$ cat src/rtl/axil_cnt_pkg.sv
package axil_cnt_pkg;
  localparam logic [1:0] RESP_OKAY = 2'b00;

  typedef enum logic [1:0] {
    ACC_GENERAL  = 2'd0,
    ACC_RESERVED = 2'd1,
    ACC_OUTSIDE  = 2'd2
  } acc_kind_e;
endpackage

$ cat src/rtl/axil_cnt_wr_path.sv
module axil_cnt_wr_path #(
  parameter int ADDR_W = 8,
  parameter int DATA_W = 32,
  localparam int IDX_W = ADDR_W - 2
) (
  input  logic              clk,
  input  logic              rst,
  input  logic [ADDR_W-1:0] awaddr,
  input  logic              awvalid,
  output logic              awready,
  input  logic [DATA_W-1:0] wdata,
  input  logic              wvalid,
  output logic              wready,
  output logic              bvalid,
  input  logic              bready,
  output logic              cmt_en,
  output logic [IDX_W-1:0]  cmt_idx,
  output logic [DATA_W-1:0] cmt_data
);
  logic              aw_got_q, w_got_q, bvalid_q;
  logic [IDX_W-1:0]  idx_q;
  logic [DATA_W-1:0] data_q;

  assign awready  = !aw_got_q && !bvalid_q;
  assign wready   = !w_got_q && !bvalid_q;
  assign bvalid   = bvalid_q;
  assign cmt_en   = aw_got_q && w_got_q && !bvalid_q;
  assign cmt_idx  = idx_q;
  assign cmt_data = data_q;

  always_ff @(posedge clk) begin
    if (rst) begin
      aw_got_q <= 1'b0;
      w_got_q  <= 1'b0;
      bvalid_q <= 1'b0;
      idx_q    <= '0;
      data_q   <= '0;
    end else begin
      if (awvalid && awready) begin
        aw_got_q <= 1'b1;
        idx_q    <= awaddr[ADDR_W-1:2];
      end
      if (wvalid && wready) begin
        w_got_q <= 1'b1;
        data_q  <= wdata;
      end
      if (cmt_en) begin
        aw_got_q <= 1'b0;
        w_got_q  <= 1'b0;
        bvalid_q <= 1'b1;
      end else if (bvalid_q && bready) begin
        bvalid_q <= 1'b0;
      end
    end
  end

  // the write response is held until the master takes it
  p_b_hold_r8: assert property (@(posedge clk) disable iff (rst)
    bvalid && !bready |=> bvalid);

  // no new address or data is taken while a response is pending
  p_one_write_r9: assert property (@(posedge clk) disable iff (rst)
    bvalid |-> !awready && !wready);

  // the response rises only after both channels were captured
  p_b_after_both_r7: assert property (@(posedge clk) disable iff (rst)
    $rose(bvalid) |-> $past(aw_got_q) && $past(w_got_q));
endmodule

$ cat src/rtl/axil_cnt_rd_path.sv
module axil_cnt_rd_path #(
  parameter int ADDR_W = 8,
  localparam int IDX_W = ADDR_W - 2
) (
  input  logic              clk,
  input  logic              rst,
  input  logic [ADDR_W-1:0] araddr,
  input  logic              arvalid,
  output logic              arready,
  output logic              rvalid,
  input  logic              rready,
  output logic              rd_en,
  output logic [IDX_W-1:0]  rd_idx
);
  logic rvalid_q;

  assign arready = !rvalid_q;
  assign rvalid  = rvalid_q;
  assign rd_en   = arvalid && arready;
  assign rd_idx  = araddr[ADDR_W-1:2];

  always_ff @(posedge clk) begin
    if (rst)                     rvalid_q <= 1'b0;
    else if (rd_en)              rvalid_q <= 1'b1;
    else if (rvalid_q && rready) rvalid_q <= 1'b0;
  end

  // read response held until accepted
  p_r_hold_r8: assert property (@(posedge clk) disable iff (rst)
    rvalid && !rready |=> rvalid);

  // no read address taken while data is pending
  p_one_read_r9: assert property (@(posedge clk) disable iff (rst)
    rvalid |-> !arready);
endmodule

$ cat src/rtl/axil_cnt_store.sv
module axil_cnt_store
  import axil_cnt_pkg::*;
#(
  parameter int DATA_W    = 32,
  parameter int IDX_W     = 6,
  parameter int NUM_WORDS = 40,
  parameter int WCNT_IDX  = 0,
  parameter int RCNT_IDX  = 1,
  parameter int ERR_IDX   = 2
) (
  input  logic              clk,
  input  logic              rst,
  input  logic              wr_en,
  input  logic [IDX_W-1:0]  wr_idx,
  input  logic [DATA_W-1:0] wr_data,
  input  logic              rd_en,
  input  logic [IDX_W-1:0]  rd_idx,
  output logic [DATA_W-1:0] rd_data
);
  logic [DATA_W-1:0] mem [NUM_WORDS];
  logic [DATA_W-1:0] wcnt_q, rcnt_q, err_q;
  acc_kind_e         wr_kind, rd_kind;

  function automatic acc_kind_e classify(input logic [IDX_W-1:0] idx);
    if (int'(idx) >= NUM_WORDS) return ACC_OUTSIDE;
    if (int'(idx) == WCNT_IDX || int'(idx) == RCNT_IDX || int'(idx) == ERR_IDX)
      return ACC_RESERVED;
    return ACC_GENERAL;
  endfunction

  always_comb begin
    wr_kind = classify(wr_idx);
    rd_kind = classify(rd_idx);
  end

  always_ff @(posedge clk) begin
    if (rst) begin
      for (int i = 0; i < NUM_WORDS; i++) mem[i] <= '0;
    end else if (wr_en && wr_kind == ACC_GENERAL) begin
      mem[wr_idx] <= wr_data;
    end
  end

  always_ff @(posedge clk) begin
    if (rst) begin
      wcnt_q <= '0;
      rcnt_q <= '0;
      err_q  <= '0;
    end else begin
      if (wr_en && wr_kind == ACC_GENERAL) wcnt_q <= wcnt_q + 1'b1;
      if (rd_en && rd_kind != ACC_OUTSIDE) rcnt_q <= rcnt_q + 1'b1;
      if ((wr_en && wr_kind != ACC_GENERAL) || (rd_en && rd_kind == ACC_OUTSIDE))
        err_q <= '1;
    end
  end

  always_ff @(posedge clk) begin
    if (rst) begin
      rd_data <= '0;
    end else if (rd_en) begin
      if (rd_kind == ACC_OUTSIDE)         rd_data <= '0;
      else if (int'(rd_idx) == WCNT_IDX)  rd_data <= wcnt_q;
      else if (int'(rd_idx) == RCNT_IDX)  rd_data <= rcnt_q;
      else if (int'(rd_idx) == ERR_IDX)   rd_data <= err_q;
      else                                rd_data <= mem[rd_idx];
    end
  end

  // the write counter moves by at most one per cycle
  p_wcnt_step_r3: assert property (@(posedge clk) disable iff (rst)
    wcnt_q == $past(wcnt_q) || wcnt_q == $past(wcnt_q) + 1'b1);

  // once raised the alarm word stays all-ones
  p_err_sticky_r5: assert property (@(posedge clk) disable iff (rst)
    err_q != '0 |=> err_q == '1);

  // an out-of-range write never moves the write counter
  p_oor_nocount_r6: assert property (@(posedge clk) disable iff (rst)
    wr_en && wr_kind == ACC_OUTSIDE |=> $stable(wcnt_q));

  // read data stays put while no new read is taken
  p_rdata_hold_r8: assert property (@(posedge clk) disable iff (rst)
    !rd_en |=> $stable(rd_data));
endmodule

$ cat src/rtl/axil_cnt_regs.sv
module axil_cnt_regs
  import axil_cnt_pkg::*;
#(
  parameter int ADDR_W    = 8,
  parameter int DATA_W    = 32,
  parameter int NUM_WORDS = 40
) (
  input  logic              clk,
  input  logic              rst,
  input  logic [ADDR_W-1:0] s_awaddr,
  input  logic              s_awvalid,
  output logic              s_awready,
  input  logic [DATA_W-1:0] s_wdata,
  input  logic              s_wvalid,
  output logic              s_wready,
  output logic [1:0]        s_bresp,
  output logic              s_bvalid,
  input  logic              s_bready,
  input  logic [ADDR_W-1:0] s_araddr,
  input  logic              s_arvalid,
  output logic              s_arready,
  output logic [DATA_W-1:0] s_rdata,
  output logic [1:0]        s_rresp,
  output logic              s_rvalid,
  input  logic              s_rready
);
  localparam int IDX_W = ADDR_W - 2;

  logic              cmt_en, rd_en;
  logic [IDX_W-1:0]  cmt_idx, rd_idx;
  logic [DATA_W-1:0] cmt_data;

  assign s_bresp = RESP_OKAY;
  assign s_rresp = RESP_OKAY;

  axil_cnt_wr_path #(.ADDR_W(ADDR_W), .DATA_W(DATA_W)) u_wr (
    .clk(clk), .rst(rst),
    .awaddr(s_awaddr), .awvalid(s_awvalid), .awready(s_awready),
    .wdata(s_wdata), .wvalid(s_wvalid), .wready(s_wready),
    .bvalid(s_bvalid), .bready(s_bready),
    .cmt_en(cmt_en), .cmt_idx(cmt_idx), .cmt_data(cmt_data)
  );

  axil_cnt_rd_path #(.ADDR_W(ADDR_W)) u_rd (
    .clk(clk), .rst(rst),
    .araddr(s_araddr), .arvalid(s_arvalid), .arready(s_arready),
    .rvalid(s_rvalid), .rready(s_rready),
    .rd_en(rd_en), .rd_idx(rd_idx)
  );

  axil_cnt_store #(.DATA_W(DATA_W), .IDX_W(IDX_W), .NUM_WORDS(NUM_WORDS)) u_store (
    .clk(clk), .rst(rst),
    .wr_en(cmt_en), .wr_idx(cmt_idx), .wr_data(cmt_data),
    .rd_en(rd_en), .rd_idx(rd_idx), .rd_data(s_rdata)
  );
endmodule

$ cat config.mk
export PLATFORM = sky130hd
export DESIGN_NAME = axil_cnt_regs
export DESIGN_NICKNAME = d
export VERILOG_FILES = /design/src/rtl/axil_cnt_pkg.sv /design/src/rtl/axil_cnt_wr_path.sv /design/src/rtl/axil_cnt_rd_path.sv /design/src/rtl/axil_cnt_store.sv /design/src/rtl/axil_cnt_regs.sv
export SDC_FILE = /design/constraint.sdc
export NUM_CORES = 2
export LEC_CHECK = 0
export BUFFER_PORTS_ARGS = -buffer_cell sky130_fd_sc_hd__buf_2
export CAP_MARGIN = 25
export CORE_ASPECT_RATIO = 1.2
export CORE_MARGIN = 8
export CORE_UTILIZATION = 40
export DETAILED_ROUTE_END_ITERATION = 16
export PLACE_DENSITY = 0.63
export SYNTH_ARGS = -nofsm -noshare
export SYNTH_HDL_FRONTEND = slang
export SYNTH_SLANG_ARGS = --single-unit
$ cat constraint.sdc
create_clock -name clk -period 5.9 [get_ports clk]
set_input_delay 0.885 -clock clk [delete_from_list [all_inputs] [get_ports clk]]
set_output_delay 0.885 -clock clk [all_outputs]
set_load 0.03 [all_outputs]
Yosys cells after proc, flatten, opt, wreduce, memory -nomap -nowiden
Memory sizes are Yosys's and may differ from the RTL's.
Index checks and enable logic that the tools add are counted.
- flip-flop bits (word level): 139
- RAM bits: 1280
- input bits: 55
- word-level logic and storage cells: 81
- memories: 1
- add/subtract/negate cells: 2
- magnitude comparators: 2
- equal/unequal tests: 6
- multiplexer cells: 30
- reductions and logical operators: 30
- memory list (name ; depth ; bits a word ; rd ports ; clocked after Yosys merged registers in ; write ports ; line ; text):
    u_store.mem ; 40 ; 32 ; 1 ; 0 ; 40 ; axil_cnt_store.sv:20 ; logic [DATA_W-1:0] mem [NUM_WORDS];
- operators by type and width (kind ; number):
    32-bit 2-to-1 mux ; 5
    32-bit by 1-bit adder with 32-bit output (second input constant) ; 2
    32-bit OR reduction ; 1
    1-bit 2-to-1 mux ; 16
    2-bit 2-to-1 mux ; 8
    1-bit logical AND ; 13
    6-bit by 2-bit equality test with 1-bit output (second input constant) ; 2
    6-bit by 3-bit equality test with 1-bit output (second input constant) ; 2
    6-bit >= comparator (second input constant) ; 2
    6-bit logical NOT ; 2
    6-bit 2-to-1 mux ; 1
    2-bit nonzero test ; 3
    1-bit logical OR ; 5
    1-bit logical NOT ; 4
    2-bit equality test (second input constant) ; 1
    2-bit logical NOT ; 1
    2-bit != test (second input constant) ; 1
    2-bit OR reduction ; 1

Depth between registers and ports, before layout
- depth after elaboration: 14
- mapped depth: 11
- gate-level depth less buffers: 6

Cells and area by module
A second synthesis with hierarchy kept.
- cell total of the unflattened synthesis: 5676
- area total of the unflattened synthesis: 93457.1 µm²
- modules (own cells, without submodules) (module ; times used ; cells an instance ; area an instance (µm²)):
    axil_cnt_store ; 1 ; 5485 ; 91868.1
    axil_cnt_wr_path ; 1 ; 175 ; 1466.4
    axil_cnt_rd_path ; 1 ; 11 ; 88.8
    axil_cnt_regs ; 1 ; 5 ; 33.8

Least setup slack after synthesis
OpenSTA, ideal clock, no wires.
- kind: input to register
- start point: input port s_araddr[2]
- end point: register u_store.rd_data[14]
- arrival: 2.617 ns
- required time: 5.774 ns
- path slack: 3.157 ns
- stages on the path: 8
- cells stage by stage: buf_2 -> buf_2 -> buf_2 -> mux4_2 -> a22oi_1 -> a32oi_1 -> nor3_1 -> o21ai_0
- cells in the longest elaborated chain, start to end: 9
- elaborated cells on any way between the ends: 18
- classes of those cells: 1 x order compare; 3 x eq/ne; 10 x mux; 3 x reduce/logical; 1 x memory
- RTL lines (element ; line ; text):
    start: declaration ; axil_cnt_regs.sv:19 ; input logic [ADDR_W-1:0] s_araddr,
    branches (longest 8 deep; another with memory read 40 x 32 bit) ; -- ;
    32-bit 2-to-1 mux * ; axil_cnt_store.sv:61 ; if (rd_kind == ACC_OUTSIDE) rd_data <= '0;
    end signal: assignment ; axil_cnt_store.sv:65 ; else rd_data <= mem[rd_idx];
    end: declaration ; axil_cnt_store.sv:18 ; output logic [DATA_W-1:0] rd_data
Mark *: on every way between the ends. The select of a mux whose other input is x is not followed.
A chain may end at the register's enable or synchronous reset.

==> impl_metrics.csv <==
group,metric,value,unit
grt,grt_first_pass_wirelength,360000,um
sta,clock-skew-final,0.0707,ns
sta,final.period_utilization,62.0,%
sta,rsz0062_at_grt,"no",
synth,synth_top_family_by_area,"multiplexers",
critical_path,critical_path.max_fanout,21,
critical_path,cp.buffers_inverters,2,
grt,grt_remaining_overflow,0,
grt,gr-usage-met1,23.5,%
sta,worst_pin_slew,1.15,ns
critical_path,slowest_stage,"sky130_fd_sc_hd__dfxtp_1",
placed_design,detailed_place_hpwl,153000,um
synth,post_synth_instance_area,93000,um2
synth,synthesis.area_per_instance,15.3,um2
floorplan,core.rowCount,194,
detailed_routing,wl_per_cell,24.7,um
layout,fin_nets,6967,
pwr,power_frac_comb,7.0,%
synth,synth-adder-area-share,0.0269,%
floorplan,floorplan.die.height,544,um
critical_path,timing.setup.critical_path_class,"register to register",
detailed_routing,detail-route-antenna-nets,0,
clocking,post_cts.resized_instances,0,
clocking,h-tree-depth,4,
detailed_routing,drc_errors,0,
critical_path,reg2reg_setup_slack,2.24,ns
critical_path,path_depth,7,
floorplan,core,232000,um2
synth,ys_top_cells_by_area,"sky130_fd_sc_hd__edfxtp_1 (66%), sky130_fd_sc_hd__and2_1 (8.0%), sky130_fd_sc_hd__mux2i_1 (6.5%)",
synth,unique_cell_type_count_in_the_yosys_netlist,50,
pwr,p_sw,0.00774,W
sta,timing_max_transition_violations_final,0,
detailed_routing,postRouteWirelength,250000,um
grt,global_route_total_usage_across_every_layer,19.5,%
placed_design,io_buffers,87,
pwr,power_frac_clock,39.2,%
floorplan,die_w,456,um
critical_path,critical_path.reg2reg.startpoint,"u_wr.cmt_idx[0]",
flow_run,drv.max_cap_violation_count,0,
clocking,cts.reportedPaths.clkPinSlew,0.06,ns
critical_path,critPathMostFrequentCell,"sky130_fd_sc_hd__buf_4",
critical_path,setup.worst_path.end,"u_store.mem[5][23]",
synth,synth_largest_type_area_fraction,66.2,%
floorplan,dieArea,248000,um2
synth,cells_after_synth,6070,
worst_hold_path,timing.hold.worst.class,"input port to register",
critical_path,path_cells,"a2111oi_1 > a211oi_2 > buf_4 > nand3_1 > nor2_2 > or2_2 > buf_4",
pwr,seq_power_share,53.8,%
detailed_routing,detailedRoute.firstIterationViolations,4879,
critical_path,critical_path.top_delay_family,"simple AND/OR/NAND/NOR gates",
grt,via_count_of_the_first_global_routing_pass,54400,
clocking,cts_buffer_depth,3,
clocking,clock_sinks,2187,
synth,synth-compound-area-share,4.11,%
critical_path,cp_data_required_time,6.41,ns
synth,post-synth-top-area-cell,"sky130_fd_sc_hd__edfxtp_1",
floorplan,start_util,40.1,%
clocking,post_cts_setup_buffer_count,0,
critical_path,setup.worst_path.start_class,"register",
pwr,power.leakage,40.5,nW
clocking,ctsRootBufferMaster,"sky130_fd_sc_hd__clkbuf_16",
sta,max_clock_freq,274,MHz
clocking,cts_hold_buf,0,
critical_path,r2r_cells,7,
synth,synth_edf_count,2048,
layout,area_growth,15.4,%
sta,layout_setup_ws,2.24,ns
layout,drive_gt1_share,13.6,%
pwr,internal_power,0.0258,W
grt,maximum_number_of_pins_on_one_net_before_global_route_repair,114,
critical_path,crit_path_dat,4.16,ns
detailed_routing,num_vias,53400,
clocking,tritoncts,"done",
pwr,power.share.switching,23.1,%
synth,yosys.area_share.xor_xnor,0.471,%
critical_path,critical_path.reg2reg.endpoint,"u_store.mem[5][23]",
synth,ys_async_rst_share,0,%
clocking,clock_latency,0.89,ns
synth,synthMuxAreaShare,12.5,%
sta,maxSlewHeadroom,23.4,%
synth,post_synth_and_or_nand_nor_area_fraction,11.4,%
synth,synth_flop_cell,"sky130_fd_sc_hd__edfxtp_1",
placed_design,pre_cts_ws,1.75,ns
sta,setup_violations,0,
pwr,max-vdd-ir-drop,0.329,mV
sta,min_period,3.66,ns
synth,yosysSeqAreaShare,69.1,%
floorplan,io-pin-count,96,
critical_path,slowest_delay,0.64,ns
sta,finalHoldViolCount,0,
critical_path,endpoint_kind,"register",
worst_hold_path,origin_of_the_worst_min_delay_path,"s_rready",
sta,timing.setup.tns,0,ns
pwr,power_density,312,nW/um2
grt,gr-usage-met3,2.87,%
critical_path,timing_startpoint_of_the_critical_path,"u_wr.cmt_idx[0]",
grt,antenna_found_initial,14,
synth,ys_seq_elements,2187,
run_status,run_status,"finished clean",
grt,grt_busiest_layer,"met2",
grt,grt.met2_usage,34.9,%
clocking,numCtsBuffers,211,
placed_design,gpl_wtd_cong,0.829,
synth,yosysWarnings,0,
detailed_routing,vias_per_cell,5.27,
detailed_routing,number_of_iterations_in_the_first_detailed_routing_pass,6,
kinds of logic after synthesis:
kind of cell	count (synthesis)
DFF	2187
and+or+nand+nor	1855
xor gates and xnor gates	50
other	1
muxes	867
adders and majority gates	2
buffers and inverters	533
AOI/OAI and AO/OA	575
cell type report:
| type | count | area [um2] |
|---|---|---|
| Antenna cell | 9 | 22.5 |
| Clock buffer | 284 | 5760 |
| Clock inverter | 108 | 943 |
| Fill cell | 20300 | 125000 |
| Inverter | 12 | 45.0 |
| Multi-Input combinational cell | 4217 | 29900 |
| Sequential cell | 2187 | 64300 |
| Tap cell | 3038 | 3800 |
| Timing Repair Buffer | 281 | 2510 |
layer usage:
metal / part of all wire (%) / routed length (um)
met1: 38 / 94700
met2: 51 / 127000
met3: 6.4 / 16100
met4: 5.0 / 12400
met5: 0 / 0
per-stage QoR:
stage / hold WS (ns) / instance area, um2 / utilization (%) / total power [W] / std cells
final: 0.170 / 107000 / 46.2 / 0.0335 / 10100
after global routing: 0.154 / 107000 / 46.2 / 0.0345 / 10100
after CTS: 0.110 / 107000 / 46.2 / 0.0337 / 10100
after detailed placement: 0.446 / 101000 / 43.3 / 0.0207 / 9733
after global placement: 0.446 / 100000 / 43.1 / 0.0206 / 9707
after floorplan: 0.458 / 96200 / - / 0.0197 / 6937
cells in the final DEF (no fill, tap or decap), drive strengths merged, types with 10 or more instances in the layout:
cell / count
edfxtp: 2048
and2: 1191
conb: 868
mux2i: 606
clkbuf: 284
buf: 281
a22oi: 253
mux4: 229
nand2: 191
nor2: 153
dfxtp: 139
nand3: 124
a21oi: 111
o21ai: 106
clkinv: 91
nor3: 49
nand4: 48
a221oi: 45
or2: 40
mux2: 32
a31oi: 32
xnor2: 26
xor2: 24
a32oi: 17
inv: 15
or3: 13
nor2b: 10
synth_stat cells (3+ instances only):
cell type,n
sky130_fd_sc_hd__edfxtp_1,2048
sky130_fd_sc_hd__and2_1,1191
sky130_fd_sc_hd__mux2i_1,606
sky130_fd_sc_hd__clkbuf_1,396
sky130_fd_sc_hd__a22oi_1,253
sky130_fd_sc_hd__mux4_2,229
sky130_fd_sc_hd__nand2_1,191
sky130_fd_sc_hd__nor2_1,153
sky130_fd_sc_hd__dfxtp_1,139
sky130_fd_sc_hd__nand3_1,124
sky130_fd_sc_hd__a21oi_1,111
sky130_fd_sc_hd__o21ai_0,106
sky130_fd_sc_hd__buf_2,74
sky130_fd_sc_hd__nor3_1,48
sky130_fd_sc_hd__nand4_1,47
sky130_fd_sc_hd__a221oi_1,45
sky130_fd_sc_hd__or2_2,39
sky130_fd_sc_hd__a31oi_1,32
sky130_fd_sc_hd__mux2_2,32
sky130_fd_sc_hd__buf_4,28
sky130_fd_sc_hd__xnor2_1,26
sky130_fd_sc_hd__xor2_1,24
sky130_fd_sc_hd__buf_1,20
sky130_fd_sc_hd__a32oi_1,17
sky130_fd_sc_hd__or3_1,13
sky130_fd_sc_hd__inv_1,12
sky130_fd_sc_hd__nor2b_1,10
sky130_fd_sc_hd__and4_1,9
sky130_fd_sc_hd__and3_1,7
sky130_fd_sc_hd__nand3b_1,6
sky130_fd_sc_hd__nor4_1,6
sky130_fd_sc_hd__a211oi_1,4
sky130_fd_sc_hd__buf_6,3
sky130_fd_sc_hd__or3b_2,3
power groups by stage:
stage | Clock, W | Combinational [W] | Sequential (W)
after floorplan | 0 | 0.00139 | 0.0183
after global placement | 0 | 0.00222 | 0.0184
after detailed placement | 0 | 0.00232 | 0.0184
after CTS | 0.0133 | 0.00233 | 0.0181
after global routing | 0.0139 | 0.00249 | 0.0181
final | 0.0131 | 0.00234 | 0.0180
worst min-delay path by stage:
stage,cells after the start,end
2_1_floorplan,2,u_store.rcnt_q[1]
3_3_place_gp,2,u_wr.cmt_data[7]
3_5_place_dp,2,u_wr.cmt_data[12]
4_1_cts,2,u_rd.rvalid
5_1_grt,2,u_rd.rvalid
6_report,2,u_rd.rvalid
registers in the layout, summed over array words and instances (netlist names):
signal / cells
u_wr.w_got_q: 1
u_store.wcnt_q: 32
u_wr.aw_got_q: 1
u_store.rd_data: 32
u_store.mem: 2048
u_wr.cmt_idx: 6
u_store.rcnt_q: 32
u_wr.cmt_data: 32
u_store.err_q: 1
u_wr.bvalid: 1
u_rd.rvalid: 1
Power figures use the tool's default switching activity.
